$ cat src/rtl/spim_pkg.sv
package spim_pkg;
  localparam int DATA_W = 32;
  localparam int NB_W   = $clog2(DATA_W + 1);

  typedef enum logic [1:0] {
    SZ_BYTE = 2'd0,
    SZ_HALF = 2'd1,
    SZ_WORD = 2'd2
  } unit_sz_e;

  localparam logic [3:0] A_CFG  = 4'd0;
  localparam logic [3:0] A_CLK  = 4'd1;
  localparam logic [3:0] A_SEL  = 4'd2;
  localparam logic [3:0] A_IEN  = 4'd3;
  localparam logic [3:0] A_STAT = 4'd4;
  localparam logic [3:0] A_CLR  = 4'd5;
  localparam logic [3:0] A_TXD  = 4'd6;
  localparam logic [3:0] A_RXD  = 4'd7;
  localparam logic [3:0] A_PKT  = 4'd8;

  function automatic logic [NB_W-1:0] unit_bits(logic [1:0] sz);
    case (sz)
      SZ_BYTE: unit_bits = NB_W'(8);
      SZ_HALF: unit_bits = NB_W'(16);
      default: unit_bits = NB_W'(32);
    endcase
  endfunction
endpackage

$ cat src/rtl/spim_fifo.sv
module spim_fifo #(
  parameter int DW    = 32,
  parameter int DEPTH = 64,
  localparam int AW   = $clog2(DEPTH),
  localparam int LW   = $clog2(DEPTH + 1)
) (
  input  logic          clk_i,
  input  logic          rst_ni,
  input  logic          push_i,
  input  logic [DW-1:0] wdata_i,
  input  logic          pop_i,
  output logic [DW-1:0] rdata_o,
  output logic          full_o,
  output logic          empty_o,
  output logic [LW-1:0] level_o
);
  logic [DW-1:0] mem_q [DEPTH];
  logic [AW-1:0] wr_ptr_q, rd_ptr_q;
  logic [LW-1:0] cnt_q;

  assign full_o  = (cnt_q == LW'(DEPTH));
  assign empty_o = (cnt_q == '0);
  assign level_o = cnt_q;
  assign rdata_o = mem_q[rd_ptr_q];

  always_ff @(posedge clk_i) begin
    if (push_i) mem_q[wr_ptr_q] <= wdata_i;
  end

  always_ff @(posedge clk_i or negedge rst_ni) begin
    if (!rst_ni) begin
      wr_ptr_q <= '0;
      rd_ptr_q <= '0;
      cnt_q    <= '0;
    end else begin
      if (push_i) wr_ptr_q <= (wr_ptr_q == AW'(DEPTH - 1)) ? '0 : wr_ptr_q + 1'b1;
      if (pop_i)  rd_ptr_q <= (rd_ptr_q == AW'(DEPTH - 1)) ? '0 : rd_ptr_q + 1'b1;
      case ({push_i, pop_i})
        2'b10:   cnt_q <= cnt_q + 1'b1;
        2'b01:   cnt_q <= cnt_q - 1'b1;
        default: cnt_q <= cnt_q;
      endcase
    end
  end

  p_no_overflow_r3: assert property (@(posedge clk_i) disable iff (!rst_ni)
    push_i |-> (!full_o || pop_i));
  p_no_underflow_r4: assert property (@(posedge clk_i) disable iff (!rst_ni)
    pop_i |-> !empty_o);
  p_level_bound_r2: assert property (@(posedge clk_i) disable iff (!rst_ni)
    cnt_q <= LW'(DEPTH));
endmodule

$ cat src/rtl/spim_shift.sv
module spim_shift #(
  parameter int DW      = 32,
  parameter int CLK_DIV = 4,
  localparam int HALF   = CLK_DIV / 2,
  localparam int CW     = (HALF > 1) ? $clog2(HALF) : 1,
  localparam int NBW    = $clog2(DW + 1)
) (
  input  logic           clk_i,
  input  logic           rst_ni,
  input  logic           start_i,
  input  logic [DW-1:0]  tx_word_i,
  input  logic [NBW-1:0] nbits_i,
  input  logic           miso_i,
  output logic           busy_o,
  output logic           done_o,
  output logic [DW-1:0]  rx_word_o,
  output logic           sclk_o,
  output logic           mosi_o
);
  logic           busy_q, sclk_q;
  logic [CW-1:0]  div_q;
  logic [NBW-1:0] bit_q, nb_q;
  logic [DW-1:0]  tsh_q, rsh_q;
  logic           tick;

  assign tick      = busy_q && (div_q == CW'(HALF - 1));
  assign done_o    = tick && sclk_q && (bit_q == nb_q - 1'b1);
  assign busy_o    = busy_q;
  assign sclk_o    = sclk_q;
  assign mosi_o    = tsh_q[DW-1];
  assign rx_word_o = rsh_q;

  always_ff @(posedge clk_i or negedge rst_ni) begin
    if (!rst_ni) begin
      busy_q <= 1'b0;
      sclk_q <= 1'b0;
      div_q  <= '0;
      bit_q  <= '0;
      nb_q   <= '0;
      tsh_q  <= '0;
      rsh_q  <= '0;
    end else if (start_i && !busy_q) begin
      busy_q <= 1'b1;
      sclk_q <= 1'b0;
      div_q  <= '0;
      bit_q  <= '0;
      nb_q   <= nbits_i;
      tsh_q  <= tx_word_i << (NBW'(DW) - nbits_i);  // MSB of unit to top
      rsh_q  <= '0;
    end else if (busy_q) begin
      if (tick) begin
        div_q  <= '0;
        sclk_q <= ~sclk_q;
        if (!sclk_q) begin
          rsh_q <= {rsh_q[DW-2:0], miso_i};
        end else begin
          tsh_q <= tsh_q << 1;
          bit_q <= bit_q + 1'b1;
          if (bit_q == nb_q - 1'b1) busy_q <= 1'b0;
        end
      end else begin
        div_q <= div_q + 1'b1;
      end
    end
  end

  p_sclk_idle_low_r6: assert property (@(posedge clk_i) disable iff (!rst_ni)
    !busy_q |-> !sclk_q);
  p_bit_bound_r6: assert property (@(posedge clk_i) disable iff (!rst_ni)
    busy_q |-> (bit_q < nb_q));
endmodule

$ cat src/rtl/spi_fifo_master.sv
module spi_fifo_master
  import spim_pkg::*;
#(
  parameter int FIFO_DEPTH = 64,
  parameter int CLK_DIV    = 4,
  localparam int LW        = $clog2(FIFO_DEPTH + 1)
) (
  input  logic        clk_i,
  input  logic        rst_ni,
  input  logic        req_i,
  input  logic        we_i,
  input  logic [3:0]  addr_i,
  input  logic [31:0] wdata_i,
  output logic [31:0] rdata_o,
  output logic        sclk_o,
  output logic        mosi_o,
  input  logic        miso_i,
  output logic        cs_no,
  output logic        irq_o
);
  logic       tx_en_q, rx_en_q, sclk_en_q, cs_q, pkt_en_q;
  logic [1:0] sz_q;
  logic [5:0] ien_q;
  logic [15:0] pkt_left_q;
  logic [3:0] err_q;  // 0 rx_ovr, 1 rx_udr, 2 tx_ovr, 3 tx_udr

  logic wr, rd;
  logic tx_wr, tx_push, tx_pop, tx_full, tx_empty;
  logic rx_rd, rx_push, rx_pop, rx_full, rx_empty;
  logic [DATA_W-1:0] tx_rdata, rx_rdata, tx_word, rx_word;
  logic [LW-1:0] tx_lvl, rx_lvl;
  logic busy, done, start, tx_go, pkt_go;
  logic [3:0] err_set, err_clr;
  logic [31:0] status;
  logic unused_bits;

  assign unused_bits = ^wdata_i;

  assign wr    = req_i && we_i;
  assign rd    = req_i && !we_i;
  assign tx_wr = wr && (addr_i == A_TXD);
  assign rx_rd = rd && (addr_i == A_RXD);

  assign tx_push = tx_wr && !tx_full;
  assign rx_pop  = rx_rd && !rx_empty;

  assign tx_go  = tx_en_q && !tx_empty;
  assign pkt_go = rx_en_q && pkt_en_q && (pkt_left_q != 16'd0);
  assign start  = sclk_en_q && !busy && (tx_go || pkt_go);
  assign tx_pop = start && tx_en_q && !tx_empty;
  assign tx_word = tx_pop ? tx_rdata : '0;

  assign rx_push = done && rx_en_q && !rx_full;

  assign err_set = {start && tx_en_q && tx_empty,
                    tx_wr && tx_full,
                    rx_rd && rx_empty,
                    done && rx_en_q && rx_full};
  assign err_clr = (wr && addr_i == A_CLR) ? wdata_i[5:2] : 4'b0;

  assign status = {12'b0, 7'(rx_lvl), 7'(tx_lvl), err_q, !rx_empty, !tx_full};
  assign irq_o  = |(ien_q & status[5:0]);
  assign cs_no  = cs_q;

  spim_fifo #(.DW(DATA_W), .DEPTH(FIFO_DEPTH)) u_tx_fifo (
    .clk_i, .rst_ni,
    .push_i(tx_push), .wdata_i(wdata_i), .pop_i(tx_pop), .rdata_o(tx_rdata),
    .full_o(tx_full), .empty_o(tx_empty), .level_o(tx_lvl)
  );

  spim_fifo #(.DW(DATA_W), .DEPTH(FIFO_DEPTH)) u_rx_fifo (
    .clk_i, .rst_ni,
    .push_i(rx_push), .wdata_i(rx_word), .pop_i(rx_pop), .rdata_o(rx_rdata),
    .full_o(rx_full), .empty_o(rx_empty), .level_o(rx_lvl)
  );

  spim_shift #(.DW(DATA_W), .CLK_DIV(CLK_DIV)) u_shift (
    .clk_i, .rst_ni,
    .start_i(start), .tx_word_i(tx_word), .nbits_i(unit_bits(sz_q)),
    .miso_i(miso_i), .busy_o(busy), .done_o(done), .rx_word_o(rx_word),
    .sclk_o(sclk_o), .mosi_o(mosi_o)
  );

  always_ff @(posedge clk_i or negedge rst_ni) begin
    if (!rst_ni) begin
      tx_en_q    <= 1'b0;
      rx_en_q    <= 1'b0;
      sz_q       <= SZ_BYTE;
      sclk_en_q  <= 1'b0;
      cs_q       <= 1'b1;
      ien_q      <= '0;
      pkt_en_q   <= 1'b0;
      pkt_left_q <= '0;
      err_q      <= '0;
    end else begin
      err_q <= (err_q & ~err_clr) | err_set;  // set wins
      if (start && pkt_en_q && pkt_left_q != 16'd0) pkt_left_q <= pkt_left_q - 1'b1;
      if (wr) begin
        case (addr_i)
          A_CFG: begin
            tx_en_q <= wdata_i[0];
            rx_en_q <= wdata_i[1];
            sz_q    <= wdata_i[3:2];
          end
          A_CLK: sclk_en_q <= wdata_i[8];
          A_SEL: cs_q      <= wdata_i[0];
          A_IEN: ien_q     <= wdata_i[5:0];
          A_PKT: begin
            pkt_en_q   <= wdata_i[16];
            pkt_left_q <= wdata_i[15:0];
          end
          default: ;
        endcase
      end
    end
  end

  always_comb begin
    rdata_o = '0;
    if (rd) begin
      case (addr_i)
        A_CFG:  rdata_o = {28'b0, sz_q, rx_en_q, tx_en_q};
        A_CLK:  rdata_o = {23'b0, sclk_en_q, 8'b0};
        A_SEL:  rdata_o = {31'b0, cs_q};
        A_IEN:  rdata_o = {26'b0, ien_q};
        A_STAT: rdata_o = status;
        A_RXD:  rdata_o = rx_empty ? '0 : rx_rdata;
        A_PKT:  rdata_o = {15'b0, pkt_en_q, pkt_left_q};
        default: rdata_o = '0;
      endcase
    end
  end

  p_cs_follows_r7: assert property (@(posedge clk_i) disable iff (!rst_ni)
    (wr && addr_i == A_SEL) |=> (cs_no == $past(wdata_i[0])));
  p_gated_idle_r8: assert property (@(posedge clk_i) disable iff (!rst_ni)
    (!busy && !sclk_en_q) |=> !busy);
  p_pkt_no_wrap_r9: assert property (@(posedge clk_i) disable iff (!rst_ni)
    (pkt_left_q == 16'd0 && !(wr && addr_i == A_PKT)) |=> (pkt_left_q == 16'd0));
  p_tx_ovr_sticky_r5: assert property (@(posedge clk_i) disable iff (!rst_ni)
    (err_q[2] && !(wr && addr_i == A_CLR && wdata_i[4])) |=> err_q[2]);
  p_rx_ovr_sticky_r5: assert property (@(posedge clk_i) disable iff (!rst_ni)
    (err_q[0] && !(wr && addr_i == A_CLR && wdata_i[2])) |=> err_q[0]);
endmodule

$ cat config.mk
export PLATFORM = sky130hd
export DESIGN_NAME = spi_fifo_master
export DESIGN_NICKNAME = d
export VERILOG_FILES = /design/src/rtl/spim_pkg.sv /design/src/rtl/spim_fifo.sv /design/src/rtl/spim_shift.sv /design/src/rtl/spi_fifo_master.sv
export SDC_FILE = /design/constraint.sdc
export NUM_CORES = 2
export LEC_CHECK = 0
export BUFFER_PORTS_ARGS = -buffer_cell sky130_fd_sc_hd__buf_2
export CAP_MARGIN = 20
export CORE_AREA = 2 2 695 697
export DETAILED_ROUTE_END_ITERATION = 12
export DIE_AREA = 0 0 697 699
export PLACE_DENSITY = 0.57
export SYNTH_ARGS = -nofsm -noshare
export SYNTH_HDL_FRONTEND = slang
export SYNTH_HIERARCHICAL = 1
export SYNTH_SLANG_ARGS = --single-unit
$ cat constraint.sdc
create_clock -name clk_i -period 5.45 [get_ports clk_i]
set_input_delay 0.545 -clock clk_i [delete_from_list [all_inputs] [get_ports clk_i]]
set_output_delay 0.545 -clock clk_i [all_outputs]
set_load 0.05 [all_outputs]
==> metrics.cfg <==
[status]
run_status = complete, no violations

[clock_network]
numCtsBuffers = 409
insertion_delay_ps = 1000
tritoncts = done
htree_levels = 5
cts_buffer_depth = 4
clkSinkCount = 4246
cts_root_buf = clkbuf_16
path_clk_slew_ps = 60

[detailed_routing]
drtPass1Iterations = 6
drc = 0
drtAntennaViolNets = 0
num_vias = 88300
wirelength_um = 482000
wl_per_cell_um = 30.8
vias_per_cell = 5.63
drt_iter0_markers = 11100

[flow_run]
cap_viol_max_count = 0

[timing]
setup_viol = 0
fmax_mhz = 184
hold_viol = 0
skew_ps = 43.4
grt_setup_unrepaired = yes
whs_ps = 43.9
drv_slew = 0
slew_headroom_pct = 28.4
min_period_over_period_pct = 99.9
period_needed_ps = 5440
tightest_slew_ps = 1070

[synth]
synth_edf_count = 4096
ys.warnings.count = 6
syn-cell-area_sq_um = 167000
avgSynthCellArea_sq_um = 19.9
synth_cell_types = 97
async_flop_share_pct = 3.53
ys_seq_elements = 4246
ys_seq_area_share_pct = 75.8
synthFlopType = edfxtp_1
synth_cells = 8392

[setup_path]
end_kind = primary output
crit_required_ps = 4910
crit_arrival_ps = 4900
startpoint_type = flip-flop
critPathKind = flip-flop to primary output
critPathMaxFanout = 78

[placed_design]
io_buffers = 76
gp_congestion = 0.848
hpwl_um = 285000

[floorplan]
core_sq_um = 480000
initial_core_util_pct = 34.8
row_count = 255
die_area_sq_um = 487000
die_x_um = 697
fp.dieH_um = 699
pin_count = 77

[final_layout]
area_growth_pct = 14.8
layout-drive-gt1-share_pct = 25.1
nNetsFinal = 8960

[grt]
grt.overflow.total = 0
antenna_found_initial = 21
grt_max_degree = 107
track_usage_pct = 19.2
grt_pass1_wl_um = 675000
grt_pass1_vias = 87700

[min_path]
hold_class = primary input to flip-flop

[pwr]
p_per_area_nw_per_um2 = 393
total_power_mw = 75.4
peakVddDrop_v = 0.000406
p_leak_nw = 57.6

## registers in the layout, summed over array words and instances (netlist names), 7 cells and up
signal	flops
pkt_left_q	16
u_rx_fifo/level_o	7
u_rx_fifo/mem_q	2048
u_shift/rx_word_o	32
u_shift/tsh_q	32
u_tx_fifo/level_o	7
u_tx_fifo/mem_q	2048
## cell usage in the layout, fill, tap and decap left out, drive strengths merged, types with 39 or more instances in the layout
| cell | n |
|---|---|
| dfrtp | 149 |
| a221oi | 95 |
| mux4 | 828 |
| a211oi | 61 |
| nor3 | 56 |
| nand3 | 120 |
| clkbuf | 524 |
| buf | 588 |
| a21oi | 163 |
| nor2b | 64 |
| nand2 | 317 |
| o22ai | 128 |
| clkinv | 164 |
| edfxtp | 4096 |
| mux2i | 422 |
| nor4 | 39 |
| o21ai | 152 |
| nor2 | 336 |
| and3 | 49 |
| mux2 | 107 |
| a22oi | 174 |
## synthesized netlist by cell type, types with 12 or more instances
| master | n | area (sq um) |
|---|---|---|
| buf_6 | 52 | 586 |
| nand3_1 | 120 | 601 |
| xor2_1 | 21 | 184 |
| buf_2 | 135 | 676 |
| inv_1 | 22 | 82.6 |
| edfxtp_1 | 4096 | 123000 |
| nor3_1 | 55 | 275 |
| o31ai_1 | 19 | 143 |
| or2_2 | 17 | 106 |
| ha_1 | 14 | 175 |
| a22o_1 | 14 | 123 |
| nand2b_1 | 35 | 219 |
| clkbuf_1 | 214 | 803 |
| o21ai_1 | 26 | 130 |
| buf_1 | 33 | 124 |
| o211ai_1 | 37 | 278 |
| buf_4 | 59 | 443 |
| o221ai_1 | 16 | 140 |
| a221oi_1 | 84 | 736 |
| mux2i_1 | 422 | 4220 |
| a221o_1 | 27 | 270 |
| or3_1 | 16 | 100 |
| and3_1 | 49 | 307 |
| a21oi_1 | 163 | 816 |
| o22a_1 | 22 | 193 |
| mux4_2 | 828 | 18600 |
| nand2_1 | 317 | 1190 |
| mux2_2 | 104 | 1170 |
| o21ai_0 | 126 | 631 |
| a31oi_1 | 23 | 144 |
| a211oi_1 | 60 | 450 |
| nor2_1 | 333 | 1250 |
| o22ai_1 | 128 | 801 |
| nor2b_1 | 64 | 400 |
| a22oi_1 | 174 | 1310 |
| nand4_1 | 31 | 194 |
| dfrtp_1 | 149 | 3730 |
| buf_8 | 12 | 180 |
| nor4_1 | 37 | 231 |
| xnor2_1 | 36 | 315 |
## worst paths after layout
kind | cells past startpoint | end | start | slack, ps
hold reg to reg | 1 | u_shift/tsh_q[5] | u_shift/tsh_q[5] | 500
setup / recovery | 9 | rdata_o[17] | u_rx_fifo/rd_ptr_q[1] | 6
max in group asynchronous | 3 | u_tx_fifo/rd_ptr_q[0] | rst_ni | 3870
setup reg to reg | 13 | u_shift/tsh_q[26] | u_tx_fifo/rd_ptr_q[0] | 480
min in group asynchronous | 2 | u_shift/rx_word_o[17] | rst_ni | 100
hold / removal | 1 | u_tx_fifo/mem_q[16][31] | wdata_i[31] | 40
## final cells by class
cell class                      instances  area (sq um)
Antenna cell                           11          27.5
Clock buffer                          524         10800
Clock inverter                        215          1800
Fill cell                           42600        288000
Inverter                               23          91.3
Multi-Input combinational cell       3625         38700
Sequential cell                      4246        127000
Tap cell                             6425          8040
Timing Repair Buffer                  600          5790
## per-stage QoR
step / util, % / instances / cell area, sq um / TNS, ps / worst slack [ps]
floorplan: - / 8401 / 167000 / 0 / 377
global placement: 37.2 / 14900 / 179000 / 0 / 282
detailed placement: 37.2 / 14900 / 179000 / 0 / 568
CTS: 39.9 / 15600 / 192000 / 0 / 14.5
global route: 40.0 / 15700 / 192000 / -1.27 / -1.27
finish: 40.0 / 15700 / 192000 / 0 / 5.72
## worst max-delay path: stages, from the launching register on
cell       delay [ps]
dfrtp_4           730
buf_16            420
nand2b_1          480
a211oi_1          370
a2111oi_0         130
nor4b_2           920
nor2_1            110
a22oi_1           200
nor2_1            140
buf_2             310
## power by group
group	switching [mW]	total [mW]	leakage, nW	internal [mW]
clock network	12.3	27.3	6.14	15.0
logic	6.49	11.3	14.6	4.82
registers	0.623	36.8	36.8	36.1
total	19.4	75.4	57.6	56.0
## timing repair
action	4_1_cts	5_1_grt
endpoints found under the hold margin	65	61
hold buffers	6	6
setup buffers	13	0
pin swaps	3	0
setup endpoints to repair	18	2
gates cloned	1	0
resized for setup	9	1
## metal layers
metal	track usage [%]	share of wire, %
met1	26.2	41
met2	32.0	49
met3	2.51	7.2
met4	6.27	3.6
met5	0	0.0091
## cells by family after synthesis
kind of cell | after synthesis | share of synthesized area (%)
buffers and inverters | 531 | 1.76
and+or+nand+nor | 1163 | 3.36
muxes | 1357 | 14.4
AOI/OAI and AO/OA | 1022 | 4.28
other | 1 | 0.00224
adders and majority gates | 14 | 0.105
xor gates and xnor gates | 58 | 0.308
DFF | 4246 | 75.8
Note: power is estimated with default switching activity, not from simulation.
